$ cat config.mk
export PLATFORM = sky130hd
export DESIGN_NAME = ow_slave_phy
export DESIGN_NICKNAME = d
export VERILOG_FILES = /design/src/rtl/ow_pkg.sv /design/src/rtl/ow_in_filter.sv /design/src/rtl/ow_us_counter.sv /design/src/rtl/ow_slave_phy.sv
export SDC_FILE = /design/constraint.sdc
export NUM_CORES = 1
export LEC_CHECK = 0
export BUFFER_PORTS_ARGS = -buffer_cell sky130_fd_sc_hd__buf_4
export CORE_MARGIN = 4
export CORE_UTILIZATION = 50
export CTS_CLUSTER_SIZE = 25
export DETAILED_ROUTE_END_ITERATION = 7
export GPL_TIMING_DRIVEN = 1
export PLACE_DENSITY = 0.68
export SLEW_MARGIN = 20
export SYNTH_ARGS = -nofsm -noshare
export SYNTH_HDL_FRONTEND = slang
export SYNTH_SLANG_ARGS = --single-unit
$ cat constraint.sdc
create_clock -name clk_i -period 2.19 [get_ports clk_i]
set_input_delay 0 -clock clk_i [delete_from_list [all_inputs] [get_ports clk_i]]
set_output_delay 0 -clock clk_i [all_outputs]
set_load 0.005 [all_outputs]
$ cat src/rtl/ow_pkg.sv
package ow_pkg;
  typedef enum logic [2:0] {
    ST_IDLE,
    ST_SLOT,
    ST_RSTLOW,
    ST_PDWAIT,
    ST_PDLOW
  } ow_state_e;
endpackage

$ cat src/rtl/ow_in_filter.sv
module ow_in_filter #(
  parameter int SYNC_STAGES = 2,
  parameter int FILT_LEN    = 3
) (
  input  logic clk_i,
  input  logic rst_ni,
  input  logic raw_i,
  output logic filt_o
);
  localparam int FW = $clog2(FILT_LEN + 1);

  logic [SYNC_STAGES-1:0] sync_q;
  logic [FW-1:0]          run_q;
  logic                   smp;

  assign smp = sync_q[SYNC_STAGES-1];

  always_ff @(posedge clk_i or negedge rst_ni) begin
    if (!rst_ni) sync_q <= '1;
    else         sync_q <= {sync_q[SYNC_STAGES-2:0], raw_i};
  end

  // level must differ for FILT_LEN consecutive clocks before it is taken
  always_ff @(posedge clk_i or negedge rst_ni) begin
    if (!rst_ni) begin
      filt_o <= 1'b1;
      run_q  <= '0;
    end else if (smp == filt_o) begin
      run_q <= '0;
    end else if (run_q == FW'(FILT_LEN - 1)) begin
      filt_o <= smp;
      run_q  <= '0;
    end else begin
      run_q <= run_q + 1'b1;
    end
  end

  p_filt_follow_r9: assert property (@(posedge clk_i) disable iff (!rst_ni)
    (filt_o != $past(filt_o)) |-> ($past(smp) == filt_o));
endmodule

$ cat src/rtl/ow_us_counter.sv
module ow_us_counter #(
  parameter int W = 10
) (
  input  logic         clk_i,
  input  logic         rst_ni,
  input  logic         clr_i,
  input  logic         tick_i,
  output logic [W-1:0] cnt_o
);
  always_ff @(posedge clk_i or negedge rst_ni) begin
    if (!rst_ni)                  cnt_o <= '0;
    else if (clr_i)               cnt_o <= '0;
    else if (tick_i && ~&cnt_o)   cnt_o <= cnt_o + 1'b1;
  end

  p_cnt_sat_r2: assert property (@(posedge clk_i) disable iff (!rst_ni)
    (&cnt_o && !clr_i) |=> &cnt_o);
endmodule

$ cat src/rtl/ow_slave_phy.sv
module ow_slave_phy
  import ow_pkg::*;
#(
  parameter int SYNC_STAGES = 2,
  parameter int FILT_LEN    = 3,
  parameter int RST_US      = 480,
  parameter int SAMPLE_US   = 30,
  parameter int HOLD_US     = 15,
  parameter int PD_WAIT_US  = 30,
  parameter int PD_LEN_US   = 120
) (
  input  logic clk_i,
  input  logic rst_ni,
  input  logic tick_us_i,
  input  logic bus_i,
  output logic drive_n_o,
  output logic rst_det_o,
  output logic rx_valid_o,
  output logic rx_bit_o,
  input  logic tx_req_i,
  input  logic tx_bit_i,
  output logic tx_ack_o
);
  localparam int CW = $clog2(RST_US + 1) + 1;

  ow_state_e st_q;
  logic bus_f, bus_q, fall, rise;
  logic cnt_clr, drive_low;
  logic rd_q, txb_q, sampled_q, rxb_q;
  logic [CW-1:0] cnt;

  ow_in_filter #(.SYNC_STAGES(SYNC_STAGES), .FILT_LEN(FILT_LEN)) u_filt (
    .clk_i (clk_i),
    .rst_ni(rst_ni),
    .raw_i (bus_i),
    .filt_o(bus_f)
  );

  ow_us_counter #(.W(CW)) u_cnt (
    .clk_i (clk_i),
    .rst_ni(rst_ni),
    .clr_i (cnt_clr),
    .tick_i(tick_us_i),
    .cnt_o (cnt)
  );

  always_ff @(posedge clk_i or negedge rst_ni) begin
    if (!rst_ni) bus_q <= 1'b1;
    else         bus_q <= bus_f;
  end

  assign fall = bus_q & ~bus_f;
  assign rise = ~bus_q & bus_f;

  assign cnt_clr = (st_q == ST_IDLE   && fall) ||
                   (st_q == ST_RSTLOW && rise) ||
                   (st_q == ST_PDWAIT && cnt >= CW'(PD_WAIT_US));

  assign drive_low = (st_q == ST_PDLOW) ||
                     (st_q == ST_SLOT && rd_q && !txb_q && cnt < CW'(HOLD_US));

  always_ff @(posedge clk_i or negedge rst_ni) begin
    if (!rst_ni) begin
      st_q       <= ST_IDLE;
      drive_n_o  <= 1'b1;
      rst_det_o  <= 1'b0;
      rx_valid_o <= 1'b0;
      rx_bit_o   <= 1'b0;
      tx_ack_o   <= 1'b0;
      rd_q       <= 1'b0;
      txb_q      <= 1'b1;
      sampled_q  <= 1'b0;
      rxb_q      <= 1'b0;
    end else begin
      drive_n_o  <= ~drive_low;
      rst_det_o  <= 1'b0;
      rx_valid_o <= 1'b0;
      tx_ack_o   <= 1'b0;
      unique case (st_q)
        ST_IDLE: if (fall) begin
          st_q      <= ST_SLOT;
          sampled_q <= 1'b0;
          rd_q      <= tx_req_i;
          txb_q     <= tx_req_i ? tx_bit_i : 1'b1;
          tx_ack_o  <= tx_req_i;
        end
        ST_SLOT: begin
          if (!bus_f && cnt >= CW'(RST_US)) begin
            rst_det_o <= 1'b1;               // long slot promoted to reset
            st_q      <= ST_RSTLOW;
          end else if (!sampled_q) begin
            if (cnt >= CW'(SAMPLE_US)) begin
              sampled_q <= 1'b1;
              rxb_q     <= bus_f;
            end
          end else if (bus_f) begin
            st_q       <= ST_IDLE;
            rx_valid_o <= !rd_q;
            if (!rd_q) rx_bit_o <= rxb_q;
          end
        end
        ST_RSTLOW: if (rise) st_q <= ST_PDWAIT;
        ST_PDWAIT: if (cnt >= CW'(PD_WAIT_US)) st_q <= ST_PDLOW;
        ST_PDLOW:  if (cnt >= CW'(PD_LEN_US))  st_q <= ST_IDLE;
        default:   st_q <= ST_IDLE;
      endcase
    end
  end

  p_idle_release_r1: assert property (@(posedge clk_i) disable iff (!rst_ni)
    (st_q == ST_IDLE && $past(st_q) == ST_IDLE) |-> drive_n_o);

  p_rst_single_r2: assert property (@(posedge clk_i) disable iff (!rst_ni)
    rst_det_o |=> !rst_det_o);

  p_rst_on_low_r2: assert property (@(posedge clk_i) disable iff (!rst_ni)
    rst_det_o |-> !$past(bus_f));

  p_ack_at_fall_r6: assert property (@(posedge clk_i) disable iff (!rst_ni)
    tx_ack_o |-> ($past(fall) && $past(tx_req_i)));

  p_rx_not_read_r7: assert property (@(posedge clk_i) disable iff (!rst_ni)
    rx_valid_o |-> !$past(rd_q));

  p_drive_legal_r10: assert property (@(posedge clk_i) disable iff (!rst_ni)
    !drive_n_o |-> ($past(st_q) == ST_PDLOW ||
                    ($past(st_q) == ST_SLOT && $past(rd_q) && !$past(txb_q))));

  p_rx_no_rst_r11: assert property (@(posedge clk_i) disable iff (!rst_ni)
    rx_valid_o |-> (!rst_det_o && $past(bus_f)));
endmodule

==> qor.yml, run 1 <==
run_status: "completed"
routedWlPerCell_um: 15.4
period_needed_ns: 1.92
postRouteAntennaNets: 0
path_cells: "or3b_2, a21o_1, a21oi_2, nor3_1"
intPower_uw: 1040
nets: 154
synth_flop_cell: "dfrtp_1"
cts_tree: "yes"
max_cap_viol_count: 0
clock.fmax_mhz: 522
dieArea_um2: 3750
start_util_pct: 51.8
die_x_um: 61.2
htree_levels: 1
cts_resized: 0
synth_cells: 132
crit_path_start_kind: "register"
worst_slack_ns: 0.274
fp.dieH_um: 61.2
ys_types: 42
clock-root-buffer: "clkbuf_4"
cp_max_fo: 12
ys_ff_latch: 28
synth.most_common_cell: "dfrtp_1"
power_frac_seq_pct: 52.2
clk_latency_ns: 0.33
tightest_slew_ns: 0.555
antenna_cells: 0
syn_area_um2: 1420
grt_pass1_vias: 1018
fin_area_um2: 1580
clock_sinks: 28
slowest_delay_ns: 0.55
synth_edf_count: 0
layout-drive-gt1-share_pct: 23.4
p_switching_uw: 484
antenna_found_initial: 0
place_ws_ns: 0.312
ioPinCount: 11
path_class: "reg -> reg"
p_comb_share_pct: 25.6
rsz0062_at_grt: "false"
crit_required_ns: 2.39
max-slew-margin-rel_pct: 62.7
switching_share_pct: 31.9
wl_um: 2720
avgSynthCellArea_um2: 10.7
drtIter0Drc: 54
drc: 0
skew_ns: 0.00813
synthTopCellsByArea: "dfrtp_1, dfstp_2, nor2_1"
grt_max_degree: 29
grt_pass1_wl_um: 4660
hold_violations: 0
grt_overflow: 0
row_count: 19
cts_buffers: 3
hpwl_um: 1950
cp_slowest_cell: "or3b_2"
slew_viol_final: 0
syn2layout_area_growth_pct: 11.8
core_um2: 2730
hold_path.class: "in -> reg"
vias: 1080
dr.pass1.iters: 6
ir_drop_mv: 0.608
dpl_cell_area_um2: 1490
gp_congestion: 0.823
synth_common_cells: "dfrtp_1, nor2_1, a21oi_1"
clockBufferDepth: 2
synth_sequential_area_ratio_pct: 50.0
clkTransAtPathRegs_ns: 0.15
end_kind: "register"
numPortBuffers: 10
track_usage_pct: 16.7
post-cts-setup-buffers: 0
setup_violations: 0
p_leak_uw: 0.000686
vias_per_cell: 6.14
syn-num-nets: 140
yosysWarnings: 0
postSynth.asyncResetShare_pct: 100
yosys.area.top_type: "dfrtp_1"
totalNegativeSetupSlack_ns: 0
period_share_pct: 87.5
p_per_area_nw_per_um2: 961
power_uw: 1520
synth_top_area_share_pct: 38.9
crit_arrival_ns: 2.12
clockPowerShare_pct: 22.2
[cells in the final DEF, fill, tap and decap left out, types with 3 or more instances in the layout]
cell type	count
a21oi_1	8
a31oi_1	3
buf_4	11
clkbuf_4	3
dfrtp_1	22
dfstp_2	6
dlygate4sd3_1	4
inv_1	5
mux2_2	3
nand2_1	7
nand3_1	3
nand3b_1	4
nand4_1	4
nor2_1	11
nor3_1	4
nor4_1	3
o21ai_0	6
o31ai_1	3
or3_1	3
xnor2_1	3
[repair_timing]
action                                 in CTS  in global routing
endpoints found under the hold margin      31                  0
hold buffers                                4                  0
setup endpoints to repair                   0                  0
[registers in the layout (all words and copies together), names as in the netlist, 2 cells and up]
| signal | cells |
|---|---|
| st_q | 3 |
| u_cnt.cnt_o | 10 |
| u_filt.run_q | 2 |
| u_filt.sync_q | 2 |
[layout make-up]
class                   instances  area, um^2
fillers                       238        1150
clock buffers                   3        22.5
well taps                      31        38.8
multi-input cells              93         641
clock inverters                 1        30.0
flip-flops and latches         28         708
repair buffers                 15         123
inverters                       5        18.8
[layer usage]
metal	wire [um]	up-vias	share of wire [%]	global-route usage, %
met5	0	-	0	0
li1	-	501	-	-
met3	124	2	4.6	2.10
met2	1390	27	51	27.0
met1	1190	550	44	22.1
met4	18	0	0.66	7.74
[final timing paths]
path	from	end	slack, ns	cells past startpoint
worst max-delay path	st_q[1]	u_cnt.cnt_o[2]	0.27	4
worst min-delay path	tick_us_i	u_cnt.cnt_o[2]	0.01	3
worst max register to register	st_q[1]	u_cnt.cnt_o[2]	0.27	4
worst min register to register	u_filt.sync_q[0]	u_filt.sync_q[1]	0.37	0
max in group asynchronous	rst_ni	drive_n_o	1.79	2
min in group asynchronous	rst_ni	st_q[1]	0.09	2
[power by group through the flow]
stage	Sequential [uW]	Combinational [uW]	Clock (uW)
floorplan	742	319	0
global placement	793	362	0
detailed placement	803	387	0
CTS	793	394	350
global route	820	448	365
finish	794	389	337
[worst max-delay path, delay by kind of cell, from the launching register on]
family | cells | cell delay [ns]
DFF | 1 | 0.52
AOI/OAI and AO/OA | 2 | 0.60
and+or+nand+nor | 2 | 0.67
[metrics by stage]
stage | utilization (%) | hold slack [ns] | instances
detailed placement | 54.5 | -0.0646 | 168
global placement | 54.5 | -0.0699 | 168
global route | 57.8 | 0.0259 | 176
finish | 57.8 | 0.0143 | 176
floorplan | - | -0.296 | 132
CTS | 57.8 | 0.00304 | 176
[kinds of logic after synthesis]
family	Yosys count	share of synthesized area [%]
buf+inv	11	4.69
simple gates	56	24.7
flops	28	50.0
fa+ha+maj	2	1.77
mux	5	3.80
compound gates	26	12.6
xor+xnor	4	2.48
No activity file was read; power rests on OpenSTA's default activity.
==> inputs of run 2 (changes only) <==
--- a/config.mk
+++ b/config.mk
@@ -11,7 +11,7 @@
 export CTS_CLUSTER_SIZE = 25
 export DETAILED_ROUTE_END_ITERATION = 7
 export GPL_TIMING_DRIVEN = 1
-export PLACE_DENSITY = 0.68
+export PLACE_DENSITY = 0.71
 export SLEW_MARGIN = 20
 export SYNTH_ARGS = -nofsm -noshare
 export SYNTH_HDL_FRONTEND = slang
==> qor.yml, run 2 (synthesis results as in run 1) <==
run_status: "completed"  # unchanged
die_x_um: 61.2  # unchanged
slowest_delay_ns: 0.54  # was 0.55 ns
crit_required_ns: 2.41  # was 2.39 ns
p_switching_uw: 472  # was 484 uW
cts_tree: "yes"  # unchanged
critPathTopFamily: "simple AND/OR/NAND/NOR gates"  # unchanged
period_needed_ns: 1.89  # was 1.92 ns
area.sequential_um2: 708  # unchanged
rsz0062_at_grt: "false"  # unchanged
intPower_uw: 950  # was 1040 uW
start_util_pct: 51.8  # unchanged
dieArea_um2: 3750  # unchanged
wl_um: 2680  # was 2720 um
max_cap_viol_count: 0  # unchanged
largest_reg_flops: 10  # unchanged
max-slew-margin-rel_pct: 62.7  # about the same
ir_drop_mv: 0.750  # was 0.608 mV
vias: 1045  # was 1,080
p_per_area_nw_per_um2: 909  # was 961 nW/um^2
r2r_setup_slack_ns: 0.30  # was 0.27 ns
multi_input_area_um2: 641  # unchanged
end_kind: "register"  # unchanged
switching_share_pct: 33.2  # was 31.9%
cts_resized: 0  # unchanged
nets: 154  # unchanged
clockPowerShare_pct: 17.6  # was 22.2%
gp_congestion: 0.777  # was 0.823
drc: 0  # unchanged
antenna_cells: 0  # unchanged
hold_ws_ns: 0.0113  # was 0.0143 ns
crit_arrival_ns: 2.11  # was 2.12 ns
hpwl_um: 1890  # was 1950 um
clockBufferDepth: 2  # unchanged
fp.dieH_um: 61.2  # unchanged
dr.pass1.iters: 4  # was 6
row_count: 19  # unchanged
tightest_slew_ns: 0.555  # about the same
setup_violations: 0  # unchanged
clkTransAtPathRegs_ns: 0.15  # about the same
clock-root-buffer: "clkbuf_4"  # unchanged
routedWlPerCell_um: 15.2  # was 15.4 um
cp_slowest_cell: "or3b_2"  # unchanged
syn2layout_area_growth_pct: 10.6  # was 11.8%
clock.fmax_mhz: 528  # was 522 MHz
hold_path.class: "in -> reg"  # unchanged
vias_per_cell: 5.94  # was 6.14
cts_buffers: 3  # unchanged
period_share_pct: 86.4  # was 87.5%
slew_viol_final: 0  # unchanged
fillers: 235  # was 238
hold_buffers: 4  # unchanged
grt_max_degree: 29  # unchanged
p_leak_uw: 0.000680  # was 0.000686 uW
antenna_found_initial: 0  # unchanged
grt_overflow: 0  # unchanged
drtIter0Drc: 40  # was 54
path_cells: "or3b_2, a21o_1, a21oi_2, nor3_1"  # unchanged
totalNegativeSetupSlack_ns: 0  # unchanged
core_um2: 2730  # unchanged
crit_path_start_kind: "register"  # unchanged
postRouteAntennaNets: 0  # unchanged
path_class: "reg -> reg"  # unchanged
skew_ns: 0.0126  # was 0.00813 ns
final_cell_mix: "dfrtp_1, nor2_1, buf_4, a21oi_1, nand2_1"  # unchanged
grt_pass1_wl_um: 4620  # was 4660 um
htree_levels: 1  # unchanged
clock_sinks: 28  # unchanged
top_register: "u_cnt.cnt_o"  # unchanged
track_usage_pct: 16.5  # was 16.7%
clk_latency_ns: 0.33  # about the same
p_comb_share_pct: 26.8  # was 25.6%
numPortBuffers: 10  # unchanged
post-cts-setup-buffers: 0  # unchanged
path_buf_inv: 0  # unchanged
grt_pass1_vias: 1041  # was 1,018
hold_violations: 0  # unchanged
cp_max_fo: 12  # unchanged
power_frac_seq_pct: 55.5  # was 52.2%
ioPinCount: 11  # unchanged
layout-drive-gt1-share_pct: 23.4  # unchanged
reg_top3: "u_cnt.cnt_o (10), st_q (3)"  # unchanged
final_common_cell: "dfrtp_1"  # unchanged
-- run 2: metrics by stage --
stage | utilization, % | setup WS, ns | instance area, um^2 | total power, uW | std cells
final | 57.3 | 0.298 | 1570 | 1420 | 176
after global routing | 57.3 | 0.217 | 1570 | 1540 | 176
after CTS | 57.3 | 0.332 | 1570 | 1430 | 176
after detailed placement | 54.5 | 0.341 | 1490 | 1180 | 168
after global placement | 54.5 | 0.382 | 1490 | 1160 | 168
after floorplan | - | 0.542 | 1420 | 1060 | 132
-- run 2: per-layer routing --
layer  track usage, %  part of all wire (%)
met3             4.61                   4.9
met2             27.2                    50
met5                0                     0
met1             21.1                    45
met4             5.26                   1.0
-- run 2: final timing paths --
check | start | end | cells after the start
setup / recovery | st_q[1] | u_cnt.cnt_o[2] | 4
hold / removal | tick_us_i | u_cnt.cnt_o[2] | 3
setup reg to reg | st_q[1] | u_cnt.cnt_o[2] | 4
hold reg to reg | u_filt.sync_q[0] | u_filt.sync_q[1] | 0
max in group asynchronous | rst_ni | drive_n_o | 2
min in group asynchronous | rst_ni | rd_q | 2
-- run 2: area by class of cell --
type,count,area share (%)
Inverter,5,1.20
Timing Repair Buffer,15,7.83
Multi-Input combinational cell,93,40.9
Tap cell,31,2.48
Clock buffer,4,2.32
Sequential cell,28,45.2
-- run 2: worst min-delay path: stages --
cell and delay, ns:
buf_4 0.10, a21oi_1 0.07, nor3_1 0.14
-- run 2: power groups by stage --
stage / clock, uW / sequential (uW) / combinational [uW]
6_report: 250 / 790 / 382
5_1_grt: 280 / 819 / 442
4_1_cts: 256 / 790 / 386
3_5_place_dp: 0 / 799 / 378
3_3_place_gp: 0 / 792 / 364
2_1_floorplan: 0 / 742 / 319
